==> config.mk <==
export PLATFORM = sky130hd
export DESIGN_NAME = mem_march_seq
export DESIGN_NICKNAME = d
export VERILOG_FILES = /design/src/rtl/mem_march_pkg.sv /design/src/rtl/mem_march_patgen.sv /design/src/rtl/mem_march_window.sv /design/src/rtl/mem_march_engine.sv /design/src/rtl/mem_march_seq.sv
export SDC_FILE = /design/constraint.sdc
export NUM_CORES = 1
export LEC_CHECK = 0
export BUFFER_PORTS_ARGS = -buffer_cell sky130_fd_sc_hd__buf_4
export CAP_MARGIN = 0
export CORE_MARGIN = 10
export CORE_UTILIZATION = 55
export DETAILED_ROUTE_END_ITERATION = 8
export PLACE_DENSITY = 0.77
export SYNTH_ARGS = -nofsm -noshare
export SYNTH_HDL_FRONTEND = slang
export SYNTH_SLANG_ARGS = --single-unit
==> constraint.sdc <==
create_clock -name clk -period 10.93 [get_ports clk]
set_clock_uncertainty 0.15 [all_clocks]
set_input_delay 1.093 -clock clk [delete_from_list [all_inputs] [get_ports clk]]
set_output_delay 1.093 -clock clk [all_outputs]
set_load 0.02 [all_outputs]
==> src/rtl/mem_march_pkg.sv <==
// Shared types for the memory pattern march sequencer.
// Assumes: pass numbering order is behaviour (fixed test schedule).
package mem_march_pkg;
    localparam int NUM_PASSES = 7;

    typedef enum logic [2:0] {
        PAT_ZERO    = 3'd0,
        PAT_ONES    = 3'd1,
        PAT_ALT01   = 3'd2,
        PAT_ALT10   = 3'd3,
        PAT_WALK    = 3'd4,
        PAT_INDEX   = 3'd5,
        PAT_INDEX_N = 3'd6
    } pat_kind_e;

    typedef enum logic [1:0] {
        ENG_IDLE,
        ENG_FILL,
        ENG_CHECK,
        ENG_DRAIN
    } eng_state_e;

    typedef enum logic [1:0] {
        SEQ_IDLE,
        SEQ_LAUNCH,
        SEQ_WAIT
    } seq_state_e;
endpackage

==> src/rtl/mem_march_patgen.sv <==
// Data generator: maps a pass kind and a word index to the test word.
// Assumes: DATA_W is a power of two and even.
module mem_march_patgen
    import mem_march_pkg::*;
#(
    parameter int DATA_W = 32,
    parameter int IDX_W  = 30
) (
    input  pat_kind_e         kind_i,
    input  logic [IDX_W-1:0]  idx_i,
    output logic [DATA_W-1:0] data_o
);
    localparam int SH_W = $clog2(DATA_W);

    logic [DATA_W-1:0] idx_ext;
    logic [DATA_W-1:0] one_hot;

    // Widen the index to a data word and build the walking bit.
    always_comb begin
        idx_ext = DATA_W'(idx_i);
        one_hot = {{(DATA_W-1){1'b0}}, 1'b1} << idx_i[SH_W-1:0];
    end

    // Select the word for the current pass.
    always_comb begin
        case (kind_i)
            PAT_ZERO:    data_o = '0;
            PAT_ONES:    data_o = '1;
            PAT_ALT01:   data_o = {(DATA_W/2){2'b01}};
            PAT_ALT10:   data_o = {(DATA_W/2){2'b10}};
            PAT_WALK:    data_o = one_hot;
            PAT_INDEX:   data_o = idx_ext;
            PAT_INDEX_N: data_o = ~idx_ext;
            default:     data_o = '0;
        endcase
    end
endmodule

==> src/rtl/mem_march_window.sv <==
// Window planner: turns mode, region and window position into the
// base address and word count of the window to test next.
// Assumes: base is word aligned; WIN_BYTES is a multiple of 4 and below 1 MiB.
module mem_march_window #(
    parameter int ADDR_W    = 32,
    parameter int MB_SHIFT  = 20,
    parameter int WIN_BYTES = 2048,
    localparam int IDX_W    = ADDR_W - 2,
    localparam int MBI_W    = ADDR_W - MB_SHIFT
) (
    input  logic              sparse_i,
    input  logic [ADDR_W-1:0] base_i,
    input  logic [ADDR_W-1:0] size_i,
    input  logic [MBI_W-1:0]  mb_idx_i,
    input  logic              half_i,
    output logic [ADDR_W-1:0] wbase_o,
    output logic [IDX_W-1:0]  nwords_o,
    output logic [MBI_W-1:0]  mb_count_o,
    output logic              empty_o
);
    localparam logic [ADDR_W-1:0] MB_BYTES  = ADDR_W'(1) << MB_SHIFT;
    localparam logic [ADDR_W-1:0] HI_OFS    = MB_BYTES - ADDR_W'(WIN_BYTES);
    localparam logic [IDX_W-1:0]  WIN_WORDS = IDX_W'(WIN_BYTES / 4);

    logic [ADDR_W-1:0] mb_ofs;

    // Whole megabytes in the size and the offset of the current one.
    always_comb begin
        mb_count_o = size_i[ADDR_W-1:MB_SHIFT];
        mb_ofs     = {mb_idx_i, {MB_SHIFT{1'b0}}};
    end

    // Window base, length and the nothing-to-test flag per mode.
    always_comb begin
        if (sparse_i) begin
            wbase_o  = base_i + mb_ofs + (half_i ? HI_OFS : '0);
            nwords_o = WIN_WORDS;
            empty_o  = (mb_count_o == '0);
        end else begin
            wbase_o  = base_i;
            nwords_o = size_i[ADDR_W-1:2];
            empty_o  = (size_i[ADDR_W-1:2] == '0);
        end
    end
endmodule

==> src/rtl/mem_march_engine.sv <==
// Pass engine: runs the seven fill-then-verify passes over one window,
// stops at the first mismatch and raises keep-alive on indexed accesses.
// Assumes: read data arrives one cycle after a read request; nwords > 0.
module mem_march_engine
    import mem_march_pkg::*;
#(
    parameter int ADDR_W   = 32,
    parameter int DATA_W   = 32,
    parameter int KICK_LOG = 10,
    localparam int IDX_W   = ADDR_W - 2
) (
    input  logic              clk,
    input  logic              rst_n,
    input  logic              start_i,
    input  logic [ADDR_W-1:0] wbase_i,
    input  logic [IDX_W-1:0]  nwords_i,
    output logic              done_o,
    output logic              fail_o,
    output logic [ADDR_W-1:0] fail_addr_o,
    output logic [DATA_W-1:0] fail_exp_o,
    output logic [DATA_W-1:0] fail_act_o,
    output logic              kick_o,
    output logic              mem_en_o,
    output logic              mem_we_o,
    output logic [ADDR_W-1:0] mem_addr_o,
    output logic [DATA_W-1:0] mem_wdata_o,
    input  logic [DATA_W-1:0] mem_rdata_i
);
    eng_state_e        state_q;
    pat_kind_e         pass_q;
    logic [IDX_W-1:0]  idx_q;
    logic [IDX_W-1:0]  last_q;
    logic [ADDR_W-1:0] wbase_q;
    logic              cmp_v_q;
    logic [ADDR_W-1:0] cmp_addr_q;
    logic [DATA_W-1:0] cmp_exp_q;

    logic [DATA_W-1:0] pat_data;
    logic [ADDR_W-1:0] cur_addr;
    logic              mismatch;
    logic              at_last;

    mem_march_patgen #(
        .DATA_W (DATA_W),
        .IDX_W  (IDX_W)
    ) patgen_i (
        .kind_i (pass_q),
        .idx_i  (idx_q),
        .data_o (pat_data)
    );

    // Address of the current word, compare of the returning read.
    always_comb begin
        cur_addr = wbase_q + {idx_q, 2'b00};
        mismatch = cmp_v_q && (mem_rdata_i != cmp_exp_q);
        at_last  = (idx_q == last_q);
    end

    // Memory request and keep-alive; a detected mismatch blocks the next read.
    always_comb begin
        mem_en_o    = (state_q == ENG_FILL) || ((state_q == ENG_CHECK) && !mismatch);
        mem_we_o    = (state_q == ENG_FILL);
        mem_addr_o  = cur_addr;
        mem_wdata_o = pat_data;
        kick_o      = mem_en_o && (idx_q[KICK_LOG-1:0] == '0);
    end

    // Pass / phase / index sequencing and failure capture.
    always_ff @(posedge clk) begin
        if (!rst_n) begin
            state_q     <= ENG_IDLE;
            pass_q      <= PAT_ZERO;
            idx_q       <= '0;
            last_q      <= '0;
            wbase_q     <= '0;
            cmp_v_q     <= 1'b0;
            cmp_addr_q  <= '0;
            cmp_exp_q   <= '0;
            done_o      <= 1'b0;
            fail_o      <= 1'b0;
            fail_addr_o <= '0;
            fail_exp_o  <= '0;
            fail_act_o  <= '0;
        end else begin
            done_o <= 1'b0;
            case (state_q)
                ENG_IDLE: begin
                    cmp_v_q <= 1'b0;
                    if (start_i) begin
                        wbase_q <= wbase_i;
                        last_q  <= nwords_i - 1'b1;
                        idx_q   <= '0;
                        pass_q  <= PAT_ZERO;
                        fail_o  <= 1'b0;
                        state_q <= ENG_FILL;
                    end
                end
                ENG_FILL: begin
                    if (at_last) begin
                        idx_q   <= '0;
                        state_q <= ENG_CHECK;
                    end else begin
                        idx_q <= idx_q + 1'b1;
                    end
                end
                ENG_CHECK: begin
                    if (mismatch) begin
                        fail_addr_o <= cmp_addr_q;
                        fail_exp_o  <= cmp_exp_q;
                        fail_act_o  <= mem_rdata_i;
                        fail_o      <= 1'b1;
                        done_o      <= 1'b1;
                        state_q     <= ENG_IDLE;
                    end else begin
                        cmp_v_q    <= 1'b1;
                        cmp_addr_q <= cur_addr;
                        cmp_exp_q  <= pat_data;
                        if (at_last) begin
                            state_q <= ENG_DRAIN;
                        end else begin
                            idx_q <= idx_q + 1'b1;
                        end
                    end
                end
                ENG_DRAIN: begin
                    cmp_v_q <= 1'b0;
                    if (mismatch) begin
                        fail_addr_o <= cmp_addr_q;
                        fail_exp_o  <= cmp_exp_q;
                        fail_act_o  <= mem_rdata_i;
                        fail_o      <= 1'b1;
                        done_o      <= 1'b1;
                        state_q     <= ENG_IDLE;
                    end else if (pass_q == PAT_INDEX_N) begin
                        done_o  <= 1'b1;
                        state_q <= ENG_IDLE;
                    end else begin
                        pass_q  <= pat_kind_e'(pass_q + 3'd1);
                        idx_q   <= '0;
                        state_q <= ENG_FILL;
                    end
                end
                default: state_q <= ENG_IDLE;
            endcase
        end
    end
endmodule

==> src/rtl/mem_march_seq.sv <==
// Top of the memory pattern march sequencer: accepts a start, walks the
// windows chosen by the mode through the pass engine, reports the result.
// Assumes: size is a multiple of 4; memory read latency is one cycle.
module mem_march_seq
    import mem_march_pkg::*;
#(
    parameter int ADDR_W    = 32,
    parameter int DATA_W    = 32,
    parameter int MB_SHIFT  = 20,
    parameter int WIN_BYTES = 2048,
    parameter int KICK_LOG  = 10
) (
    input  logic              clk,
    input  logic              rst_n,
    input  logic              start_i,
    input  logic              sparse_i,
    input  logic [ADDR_W-1:0] base_i,
    input  logic [ADDR_W-1:0] size_i,
    output logic              busy_o,
    output logic              done_o,
    output logic              pass_o,
    output logic [ADDR_W-1:0] fail_addr_o,
    output logic [DATA_W-1:0] fail_exp_o,
    output logic [DATA_W-1:0] fail_act_o,
    output logic              keep_alive_o,
    output logic              mem_en_o,
    output logic              mem_we_o,
    output logic [ADDR_W-1:0] mem_addr_o,
    output logic [DATA_W-1:0] mem_wdata_o,
    input  logic [DATA_W-1:0] mem_rdata_i
);
    localparam int IDX_W = ADDR_W - 2;
    localparam int MBI_W = ADDR_W - MB_SHIFT;

    seq_state_e        st_q;
    logic              sparse_q;
    logic [ADDR_W-1:0] base_q;
    logic [ADDR_W-1:0] size_q;
    logic [MBI_W-1:0]  mb_q;
    logic              half_q;

    logic [ADDR_W-1:0] win_base;
    logic [IDX_W-1:0]  win_words;
    logic [MBI_W-1:0]  mb_count;
    logic              win_empty;
    logic              eng_start;
    logic              eng_done;
    logic              eng_fail;
    logic              last_window;

    mem_march_window #(
        .ADDR_W    (ADDR_W),
        .MB_SHIFT  (MB_SHIFT),
        .WIN_BYTES (WIN_BYTES)
    ) window_i (
        .sparse_i   (sparse_q),
        .base_i     (base_q),
        .size_i     (size_q),
        .mb_idx_i   (mb_q),
        .half_i     (half_q),
        .wbase_o    (win_base),
        .nwords_o   (win_words),
        .mb_count_o (mb_count),
        .empty_o    (win_empty)
    );

    mem_march_engine #(
        .ADDR_W   (ADDR_W),
        .DATA_W   (DATA_W),
        .KICK_LOG (KICK_LOG)
    ) engine_i (
        .clk         (clk),
        .rst_n       (rst_n),
        .start_i     (eng_start),
        .wbase_i     (win_base),
        .nwords_i    (win_words),
        .done_o      (eng_done),
        .fail_o      (eng_fail),
        .fail_addr_o (fail_addr_o),
        .fail_exp_o  (fail_exp_o),
        .fail_act_o  (fail_act_o),
        .kick_o      (keep_alive_o),
        .mem_en_o    (mem_en_o),
        .mem_we_o    (mem_we_o),
        .mem_addr_o  (mem_addr_o),
        .mem_wdata_o (mem_wdata_o),
        .mem_rdata_i (mem_rdata_i)
    );

    // Launch the engine unless there is nothing to test; spot the final window.
    always_comb begin
        eng_start   = (st_q == SEQ_LAUNCH) && !win_empty;
        last_window = !sparse_q || (half_q && (mb_q == mb_count - 1'b1));
    end

    // Window walk, busy/done/pass reporting.
    always_ff @(posedge clk) begin
        if (!rst_n) begin
            st_q     <= SEQ_IDLE;
            sparse_q <= 1'b0;
            base_q   <= '0;
            size_q   <= '0;
            mb_q     <= '0;
            half_q   <= 1'b0;
            busy_o   <= 1'b0;
            done_o   <= 1'b0;
            pass_o   <= 1'b0;
        end else begin
            done_o <= 1'b0;
            case (st_q)
                SEQ_IDLE: begin
                    if (start_i) begin
                        sparse_q <= sparse_i;
                        base_q   <= base_i;
                        size_q   <= size_i;
                        mb_q     <= '0;
                        half_q   <= 1'b0;
                        busy_o   <= 1'b1;
                        pass_o   <= 1'b0;
                        st_q     <= SEQ_LAUNCH;
                    end
                end
                SEQ_LAUNCH: begin
                    if (win_empty) begin
                        busy_o <= 1'b0;
                        done_o <= 1'b1;
                        pass_o <= 1'b1;
                        st_q   <= SEQ_IDLE;
                    end else begin
                        st_q <= SEQ_WAIT;
                    end
                end
                SEQ_WAIT: begin
                    if (eng_done) begin
                        if (eng_fail || last_window) begin
                            busy_o <= 1'b0;
                            done_o <= 1'b1;
                            pass_o <= !eng_fail;
                            st_q   <= SEQ_IDLE;
                        end else begin
                            if (half_q) begin
                                half_q <= 1'b0;
                                mb_q   <= mb_q + 1'b1;
                            end else begin
                                half_q <= 1'b1;
                            end
                            st_q <= SEQ_LAUNCH;
                        end
                    end
                end
                default: st_q <= SEQ_IDLE;
            endcase
        end
    end
endmodule

==> impl_metrics.tcl <==
set metrics [dict create \
    outcome "finished clean" \
    slew_headroom_pct 24.2 \
    hp-class "flip-flop to flip-flop" \
    yosys_warnings 0 \
    cts-root-buf "clkbuf_16" \
    routed-wl-met2_um 25100 \
    hold_viol 0 \
    crit_path_max_incr_delay_ps 790 \
    gr-usage-all-layers_pct 25.7 \
    gp_congestion 0.910 \
    wl_um 54800 \
    yosysTopAreaCell "dfxtp_1" \
    finalCritPeriodShare_pct 53.0 \
    critPathLaunch "engine_i.idx_q[3]" \
    hpwl_um 39600 \
    holdPathStages 2 \
    tightest_slew_ps 1120 \
    timing.max_cap.violations 0 \
    drive_gt1_share_pct 15.1 \
    rows 65 \
    crit_fanout 16 \
    setup_viol 0 \
    synthTopCellsByArea "dfxtp_1, nand2_1, a21oi_1, ha_1, xnor2_1" \
    cts_buffers 39 \
    max_freq_mhz 173 \
    min-delay-start "engine_i.cmp_addr_q[31]" \
    timing.rr.start "half_q" \
    firstDrtPassIters 5 \
    r2r-end "engine_i.wbase_q[30]" \
    met1Wirelength_um 24700 \
    antenna_found_initial 0 \
    cp_cell_sequence "ha_1, o21a_1, a2111oi_1, o32ai_1, and4_1, or3_1, a21boi_1, nor3_1, o211a_1, nor3_1, buf_4" \
    wl_per_cell_um 18.6 \
    drcViolationCount 0 \
    ys_seq_area_share_pct 38.2 \
    die_h_um 200 \
    cp-end-kind "primary output" \
    cts.clk_slew.worst_paths_ps 60 \
    worstPathArrival_ps 4550 \
    start_kind "flip-flop" \
    drtIter0Drc 1314 \
    slowest_stage "dfxtp_1" \
    syn_area_um2 17900 \
    grt_pass1_vias 15615 \
    fin_tns_setup_ps 0 \
    grt_max_degree 116 \
    slew_violations 0 \
    synth_top_area_share_pct 38.2 \
    synth_edf_count 0 \
    reg2reg_slack_ps 6690 \
    power_mw 3.97 \
    hold_buffers 0 \
    io_buffers 263 \
    area_growth_pct 18.4 \
    fp.dieW_um 200 \
    p_leak_nw 8.40 \
    dieArea_um2 40100 \
    vias 17007 \
    grt_pass1_wl_um 85900 \
    synth.distinct_cells 76 \
    cts_resized 0 \
    via_per_inst 5.77 \
    r2r_cells 10 \
    cts_buffer_depth 3 \
    nets 2660 \
    required_ps 9690 \
    cts_tree "built" \
    min_period_ps 5790 \
    gr-total-overflow 0 \
    clk_latency_ps 530 \
    post-cts-setup-buffers 0 \
    start_util_pct 56.2 \
    synthFlopType "dfxtp_1" \
    crit_type "flip-flop to primary output" \
    async_reset_ff_share_pct 0 \
    hold_end "engine_i.fail_addr_o[31]" \
    ys_ff_latch 341 \
    powerDensity_nw_per_um2 187 \
    drtAntennaViolNets 0 \
    syn-num-nets 2508 \
    diodes 0 \
    syn_avg_cell_area_um2 7.66 \
    boundaryPins 266 \
    clock-sinks 341 \
    syn-instance-count 2334 \
    cts_htree_levels 2 \
    wl_met3_um 3610 \
    crit_path_frequent_cell "nor3_1" \
    rsz0062_at_grt "false" \
    dr.max_layer_used "met4" \
    vdd_drop_max_uv 150 \
    core_area_um2 31800 \
]
final cells by class:
type                       instances  area (um2)
clock buffer                      55        1140
multi-input combinational       1781       10300
inverter                          49         191
fill                            2788       10600
sequential                       341        6830
tap                              435         544
clock inverter                    12         144
timing repair buffer             274        2060
power breakdown:
part / switching, mW / leakage, nW / internal [mW]
Clock: 0.514 / 0.629 / 0.795
Sequential: 0.157 / 2.76 / 1.38
Combinational: 0.694 / 5.01 / 0.425
Total: 1.36 / 8.40 / 2.60
worst max path at each step:
stage | cells after the start | slack, ps | to
floorplan | 10 | 6340 | mem_addr_o[31]
global placement | 11 | 5780 | mem_addr_o[31]
detailed placement | 11 | 5760 | mem_addr_o[31]
CTS | 11 | 5200 | mem_addr_o[31]
global route | 11 | 4880 | mem_addr_o[31]
finish | 11 | 5140 | mem_addr_o[31]
cells in the mapped netlist, types with 4 or more instances:
cell	number
a31oi_1	13
clkbuf_1	144
a21oi_1	306
or4_1	11
mux2i_1	28
buf_2	6
nor2b_1	23
a21o_1	18
nor3_1	84
o2111ai_1	9
o211ai_1	15
o21ai_0	67
or3_1	17
dfxtp_1	341
ha_1	72
a211o_1	5
o31ai_1	11
o21a_1	20
nand2b_1	9
a21boi_0	4
o311ai_0	4
nand3b_1	8
nand2_1	453
a31o_2	16
and2_1	14
or2_2	4
nand3_1	56
a311oi_1	10
nor2_1	206
nor4_1	21
inv_1	48
a211oi_1	22
buf_1	11
xor2_1	45
nand4_1	33
or3_2	4
or3b_2	4
xnor2_1	101
and3_1	13
o22ai_1	4
flip-flops by register name, indices dropped and copies added, names as in the netlist, 2 cells and up:
name / flops
base_q: 32
engine_i.cmp_addr_q: 32
engine_i.cmp_exp_q: 32
engine_i.fail_act_o: 32
engine_i.fail_addr_o: 32
engine_i.fail_exp_o: 32
engine_i.wbase_q: 32
engine_i.idx_q: 30
engine_i.last_q: 30
size_q: 30
mb_q: 12
engine_i.pass_q: 3
engine_i.state_q: 2
st_q: 2
cells in the final DEF, fill, tap and decap left out, types with 11 or more instances in the layout:
master,Yosys,layout
a211oi_1,22,22
a21o_1,18,18
a21oi_1,306,306
a31o_2,16,16
a31oi_1,13,13
and2_1,14,11
and3_1,13,13
buf_4,2,274
clkbuf_16,0,41
dfxtp_1,341,341
ha_1,72,72
inv_1,48,47
mux2i_1,28,28
nand2_1,453,451
nand3_1,56,56
nand4_1,33,33
nor2_1,206,206
nor2b_1,23,22
nor3_1,84,84
nor4_1,21,21
o211ai_1,15,15
o21a_1,20,20
o21ai_0,67,67
o31ai_1,11,11
or3_1,17,17
or4_1,11,11
xnor2_1,101,101
xor2_1,45,45
kinds of logic after synthesis:
family	Yosys count	share of synthesized area, %
muxes	29	1.63
AOI/OAI and AO/OA	557	18.8
buffers and inverters	212	4.53
DFF	341	38.2
adders and majority gates	74	5.26
and+or+nand+nor	975	24.4
xor gates and xnor gates	146	7.15
worst max-delay path, delay by kind of cell, from the launching register on:
| kind | cells | cell delay, ps |
|---|---|---|
| AOI/OAI and AO/OA | 5 | 1590 |
| adders and majority gates | 1 | 390 |
| buffers and inverters | 1 | 190 |
| DFF | 1 | 790 |
| and+or+nand+nor | 4 | 1060 |
stage by stage:
| step | hold slack (ps) | std cells | instance area [um2] | utilization (%) | setup WS, ps |
|---|---|---|---|---|---|
| after floorplan | 277 | 2334 | 17900 | - | 6340 |
| after global placement | 282 | 2880 | 19900 | 62.6 | 5780 |
| after detailed placement | 293 | 2880 | 19900 | 62.6 | 5760 |
| after CTS | 301 | 2947 | 21200 | 66.6 | 5200 |
| after global routing | 307 | 2947 | 21200 | 66.6 | 4880 |
| final | 294 | 2947 | 21200 | 66.6 | 5140 |
metal layers:
metal,track usage (%),vias up
met5,0,-
met4,7.09,0
met3,4.13,86
met2,41.6,617
met1,34.8,7917
li1,-,8387
Power figures use the tool's default switching activity.
